===== src/rtl/cbs_pkg.sv =====
package cbs_pkg;

    localparam int CBS_WIN_AW        = 13;
    localparam int CBS_MAX_BANK_BITS = CBS_WIN_AW - 1;

    typedef enum logic {
        CBS_WIN_FULL = 1'b0,
        CBS_WIN_HALF = 1'b1
    } cbs_win_e;

    typedef enum logic {
        CBS_ORDER_UP   = 1'b0,
        CBS_ORDER_DOWN = 1'b1
    } cbs_order_e;

endpackage


===== src/rtl/cbs_decode.sv =====
module cbs_decode #(
    parameter int WIN_AW    = 13,
    parameter int BANK_BITS = 8
) (
    input  logic [WIN_AW-1:0]    win_addr,
    input  logic                 cart_sel,
    input  logic                 wr_en,
    output logic                 hit,
    output logic [BANK_BITS-1:0] idx
);

    localparam int IDX_LSB = 1;
    localparam int IDX_MSB = BANK_BITS;

    // Byte-lane bit dropped; bits above the bank field dropped (wrap).
    always_comb begin
        hit = cart_sel & wr_en;
        idx = win_addr[IDX_MSB:IDX_LSB];
    end

endmodule


===== src/rtl/cbs_latch.sv =====
module cbs_latch #(
    parameter int BANK_BITS = 8
) (
    input  logic                 clk,
    input  logic                 rst_n,
    input  logic                 hit,
    input  logic [BANK_BITS-1:0] idx,
    output logic [BANK_BITS-1:0] bank
);

    typedef struct packed {
        logic [BANK_BITS-1:0] bank;
    } latch_state_t;

    latch_state_t state_d, state_q;

    always_comb begin
        state_d = state_q;
        if (hit) begin
            state_d.bank = idx;
        end
    end

    always_ff @(posedge clk or negedge rst_n) begin
        if (!rst_n) begin
            state_q <= '0;
        end else begin
            state_q <= state_d;
        end
    end

    assign bank = state_q.bank;

    assert_latch_load_R1: assert property (@(posedge clk) disable iff (!rst_n)
        hit |=> (bank == $past(idx)));

    assert_hold_R5: assert property (@(posedge clk) disable iff (!rst_n)
        !hit |=> $stable(bank));

    assert_reset_bank0_R6: assert property (@(posedge clk)
        !rst_n |-> (bank == '0));

endmodule


===== src/rtl/cbs_map.sv =====
module cbs_map
    import cbs_pkg::*;
#(
    parameter int         BANK_BITS = 8,
    parameter cbs_win_e   WIN_MODE  = CBS_WIN_FULL,
    parameter cbs_order_e ORDER     = CBS_ORDER_UP
) (
    input  logic                 clk,
    input  logic                 rst_n,
    input  logic [BANK_BITS-1:0] bank,
    input  logic                 upper,
    output logic [BANK_BITS-1:0] seg
);

    localparam bit IS_HALF = (WIN_MODE == CBS_WIN_HALF);
    localparam bit IS_DOWN = (ORDER == CBS_ORDER_DOWN);
    localparam logic [BANK_BITS-1:0] FIXED_SEG = IS_DOWN ? '1 : '0;

    logic [BANK_BITS-1:0] sel_bank;

    generate
        if (IS_HALF) begin : g_half
            always_comb sel_bank = upper ? bank : '0;
        end else begin : g_full
            always_comb sel_bank = bank;
        end

        if (IS_DOWN) begin : g_down
            always_comb seg = ~sel_bank;
        end else begin : g_up
            always_comb seg = sel_bank;
        end
    endgenerate

    assert_full_no_split_R7: assert property (@(posedge clk) disable iff (!rst_n)
        (!IS_HALF && $stable(bank)) |-> $stable(seg));

    assert_half_fixed_R8: assert property (@(posedge clk) disable iff (!rst_n)
        (IS_HALF && !upper) |-> (seg == FIXED_SEG));

    assert_order_R9: assert property (@(posedge clk) disable iff (!rst_n)
        (!IS_HALF || upper) |-> ((seg ^ bank) == FIXED_SEG));

endmodule


===== src/rtl/cart_bank_sel.sv =====
module cart_bank_sel
    import cbs_pkg::*;
#(
    parameter int         WIN_AW    = CBS_WIN_AW,
    parameter int         BANK_BITS = 8,
    parameter cbs_win_e   WIN_MODE  = CBS_WIN_FULL,
    parameter cbs_order_e ORDER     = CBS_ORDER_UP
) (
    input  logic                 clk,
    input  logic                 rst_n,
    input  logic [WIN_AW-1:0]    win_addr,
    input  logic                 cart_sel,
    input  logic                 wr_en,
    output logic [BANK_BITS-1:0] rom_hi
);

    localparam int HALF_BIT = WIN_AW - 1;

    logic                 hit;
    logic [BANK_BITS-1:0] idx;
    logic [BANK_BITS-1:0] bank;

    cbs_decode #(
        .WIN_AW    (WIN_AW),
        .BANK_BITS (BANK_BITS)
    ) u_decode (
        .win_addr (win_addr),
        .cart_sel (cart_sel),
        .wr_en    (wr_en),
        .hit      (hit),
        .idx      (idx)
    );

    cbs_latch #(
        .BANK_BITS (BANK_BITS)
    ) u_latch (
        .clk   (clk),
        .rst_n (rst_n),
        .hit   (hit),
        .idx   (idx),
        .bank  (bank)
    );

    cbs_map #(
        .BANK_BITS (BANK_BITS),
        .WIN_MODE  (WIN_MODE),
        .ORDER     (ORDER)
    ) u_map (
        .clk   (clk),
        .rst_n (rst_n),
        .bank  (bank),
        .upper (win_addr[HALF_BIT]),
        .seg   (rom_hi)
    );

    // an odd/even write pair lands on the same bank.
    assert_pair_same_R2: assert property (@(posedge clk) disable iff (!rst_n)
        (hit && $past(hit) && ((win_addr ^ $past(win_addr)) == {{(WIN_AW-1){1'b0}}, 1'b1}))
        |=> (bank == $past(bank)));

endmodule


===== config.mk =====
export PLATFORM = sky130hd
export DESIGN_NAME = cart_bank_sel
export DESIGN_NICKNAME = d
export VERILOG_FILES = /design/src/rtl/cbs_pkg.sv /design/src/rtl/cbs_decode.sv /design/src/rtl/cbs_latch.sv /design/src/rtl/cbs_map.sv /design/src/rtl/cart_bank_sel.sv
export SDC_FILE = /design/constraint.sdc
export NUM_CORES = 1
export LEC_CHECK = 0
export BUFFER_PORTS_ARGS = -buffer_cell sky130_fd_sc_hd__buf_2
export CAP_MARGIN = 10
export CORE_AREA = 5 5 42 44
export CTS_CLUSTER_SIZE = 20
export DETAILED_ROUTE_END_ITERATION = 12
export DIE_AREA = 0 0 47 49
export GPL_TIMING_DRIVEN = 0
export PLACE_DENSITY_LB_ADDON = 0.1
export REMOVE_ABC_BUFFERS = 1
export SLEW_MARGIN = 0
export SYNTH_ARGS = -nofsm -noshare
export SYNTH_HDL_FRONTEND = slang
export SYNTH_HIERARCHICAL = 1
export SYNTH_SLANG_ARGS = --single-unit

===== constraint.sdc =====
create_clock -name clk -period 0.8 [get_ports clk]
set_clock_uncertainty 0.15 [all_clocks]
set_input_delay 0.08 -clock clk [delete_from_list [all_inputs] [get_ports clk]]
set_output_delay 0.08 -clock clk [all_outputs]
set_load 0.01 [all_outputs]

# [Yosys cells after proc, flatten, opt, wreduce, memory -nomap -nowiden]
# Index checks and enable logic that the tools add are counted.
[totals] regBits=8 latch_bits=0 ram_bits=0 mem_bits_ro=0 input_bits=17 out_inout_bits=8 elab_cells=2 mem_count=0
[classes] add_sub_neg=0 mul=0 div_mod_pow=0 n_lt_le_gt_ge=0 eq_ne=0 shift=0 muxes=0 bitwise_logic=1 reduce_logical=0
[op_table] operator="$and 1x1->1" count=1

# [Logic depth before layout (Yosys ltp)]
[depth] word_depth=1 ltp_mapped=3

# [Modules after synthesis]
# Netlist, hierarchy kept.
[by_module_without_submodules] module="cbs_latch" n_inst=1 cells_each=17 area_each_um2=331.6 seq_area_each_um2=200.2
[by_module_without_submodules] module="cbs_decode" n_inst=1 cells_each=9 area_each_um2=66.3 seq_area_each_um2=0.0
[by_module_without_submodules] module="cbs_map" n_inst=1 cells_each=8 area_each_um2=60.1 seq_area_each_um2=0.0

# [Worst setup path after synthesis]
# OpenSTA, ideal clock, no wires.
[synth_timing] path_type="input port to flip-flop" from="in cart_sel" to="reg u_latch.state_q (netlist bit u_latch/bank[0])" arrival_time_ns=0.646 path_slack_ns=-0.121 cell_stages=3 n_path_buf=1 cell_sequence="and2_1 buf_6 mux2_4"
[synth_via] elab_chain_cells=1
[synth_rtl] item="start: declaration" line="cart_bank_sel.sv:12" text="input logic cart_sel,"
[synth_rtl] item="$and 1x1->1" line="cbs_decode.sv:17" text="hit = cart_sel & wr_en;"
[synth_rtl] item="end signal: assignment" line="cbs_latch.sv:28" text="state_q <= state_d;"
[synth_rtl] item="end: declaration" line="cbs_latch.sv:15" text="latch_state_t state_d, state_q;"
# Every way passes these cells.
# A chain may end at the register's enable or synchronous reset.

# [Final worst setup path]
[layout_timing] from="reg u_latch.state_q (netlist bit u_latch/bank[6])" to="out rom_hi[6]"
[layout_lines] item="end: declaration" line="cart_bank_sel.sv:14" text="output logic [BANK_BITS-1:0] rom_hi"
# No word-level cell between the ends.

==> impl_metrics.ini <==
[hold_path]
hold_path_class = input pin to flip-flop

[route]
drt-vias-per-instance = 3.964
ant_nets = 0
wire_per_inst_um = 13.29
via_count = 222
drt_first_pass_iters = 2
drt_iter0_markers = 3
drc = 0
drt_wl_total_um = 744

[pwr]
report.power.total_mw = 1.037
power.share.clock_pct = 27.8
switching_share_pct = 23.69
p_int_mw = 0.7913
ir_drop_v = 0.0008427
p_switching_mw = 0.2457
seqPwrFrac_pct = 48.0
leakagePower_nw = 0.2523
power_density_mw_per_mm2 = 2153
combPwrFrac_pct = 24.2

[timing]
max_freq_mhz = 1008
holdWs_ns = -0.08286
layout_worst_path_cycle_share_pct = 124.0
setup_viol = 16
slew-limit-headroom_pct = 81.26
rsz0062_at_grt = true
tightest_slew_ns = 0.2811
finalCriticalPeriod_ns = 0.9917
setup_ws_ns = -0.1917
drv_slew = 0
hold_viol = 8

[finish]
instances_no_fill = 56
antennaDiodeCount = 0
fillCellCount = 148
layout-drive-gt1-share_pct = 77.50
fin_util_pct = 34.38
area_growth_pct = 5.191
largest_register_ffs = 8
finalInstanceArea_um2 = 481.7
final_nets = 59

[setup_path]
critPathLaunchType = flip-flop
crit_buf_inv = 1
worst_ep_required_time_ns = 0.57
cp_top_family = flip-flops
crit_type = flip-flop to output pin
crit_arrival_ns = 0.76
crit_chain = buf_2
path_max_fanout = 2
cpMaxStageDelayCell = dfrtp_1
critPathMaxStageDelay_ns = 0.38
reg2reg_slack_ns = -0.12
worstSetupEndpointType = output pin

[run_status]
status = finished with violations
violations = negative hold slack, negative setup slack

[global_routing]
antenna_found_initial = 0
grt_pass1_vias = 236
grt_usage_pct = 6.945
grt_max_degree = 9
gr-total-overflow = 0
grt_pass1_wl_um = 1083

[floorplanning]
die_h_um = 49
core_mm2 = 0.001401
die_w_um = 47
die-area_mm2 = 0.002303
start_util_pct = 32.68
ios = 25
placementRows = 14

[clock_tree]
numCtsBuffers = 3
htree_levels = 1
clock_sinks = 8
cts_tree = built
clk_path_buf_depth = 2
hold_buffers = 1
post-cts-setup-buffers = 0
clockRootBuffer = clkbuf_4
cts.clk_slew.worst_paths_ns = 0.05
clock_latency_ns = 0.24

[place]
place_inst = 52
place.gp.congestion = 0.6088
io_buffers = 19
placed_area_um2 = 441.7
dp_hpwl_um = 576.4

[logic_synthesis]
ys_seq_area_share_pct = 43.72
syn_area_per_cell_um2 = 13.47
yosysTopAreaCell = dfrtp_1
synth_cells = 34
yosys_warnings = 6
synth_area_leaders = dfrtp_1 44%, buf_4 26%, mux2_4 26%
syn-cell-area_um2 = 457.9
ys_types = 5
yosys_register_bits = 8
synth_top_area_share_pct = 43.72

[flow_run]
drv_cap = 0
## what timing repair did
item                       CTS  global route
setup endpoints to repair   16            16
hold endpoints to repair    16             8
resized for setup            1             1
cloned                       0             0
## power groups by stage
| stage | registers (mW) | logic (mW) | clock network (mW) |
|---|---|---|---|
| after global placement | 0.499 | 0.238 | 0 |
| after floorplan | 0.531 | 0.103 | 0 |
| after detailed placement | 0.500 | 0.243 | 0 |
| after CTS | 0.495 | 0.249 | 0.311 |
| final | 0.498 | 0.251 | 0.289 |
| after global routing | 0.501 | 0.267 | 0.324 |
## cells in the mapped netlist
cell,n
and2_1,1
buf_4,16
buf_6,1
dfrtp_1,8
mux2_4,8
## worst paths after layout
| path | startpoint | to | cells after the start |
|---|---|---|---|
| max | u_latch/bank[6] | rom_hi[6] | 1 |
| min | win_addr[5] | u_latch/bank[4] | 2 |
| max reg2reg | u_latch/bank[7] | u_latch/bank[7] | 1 |
| min reg2reg | u_latch/bank[0] | u_latch/bank[0] | 1 |
| max in group asynchronous | rst_n | u_latch/bank[0] | 2 |
| min in group asynchronous | rst_n | u_latch/bank[4] | 2 |
## per-stage QoR
step | hold slack, ns | setup WS (ns) | TNS [ns]
after floorplan | -0.3656 | -0.2527 | -2.022
after global placement | -0.2216 | -0.4141 | -3.308
after detailed placement | -0.2165 | -0.4356 | -3.447
after CTS | -0.09553 | -0.2044 | -2.423
after global routing | -0.09518 | -0.2271 | -2.636
final | -0.08286 | -0.1917 | -2.320
## kinds of logic (layout without fill, tap and decap cells)
| kind of cell | count (synthesis) | count (layout) | share of synthesized area [%] |
|---|---|---|---|
| flops | 8 | 8 | 43.72 |
| mux | 8 | 8 | 26.23 |
| buf+inv | 17 | 23 | 28.69 |
| simple gates | 1 | 1 | 1.367 |
## layout by cell type (no fill, tap or decap)
master and instances:
mux2_4 8, dlygate4sd3_1 1, buf_6 1, buf_2 18
clkbuf_4 3, and2_2 1, dfrtp_1 8
## area by class of cell
class | instances | area (um2) | area share, %
sequential | 8 | 200.2 | 41.56
multi-input combinational | 9 | 127.6 | 26.49
timing repair buffer | 20 | 111.4 | 23.12
clock buffer | 3 | 22.52 | 4.675
tap | 16 | 20.02 | 4.156
## routing by layer
metal	track usage, %	wire length [um]
met5	0	0
met4	5.530	0
met3	2.214	74
met2	8.824	342
met1	9.193	327
(Power assumes the default switching activity.)
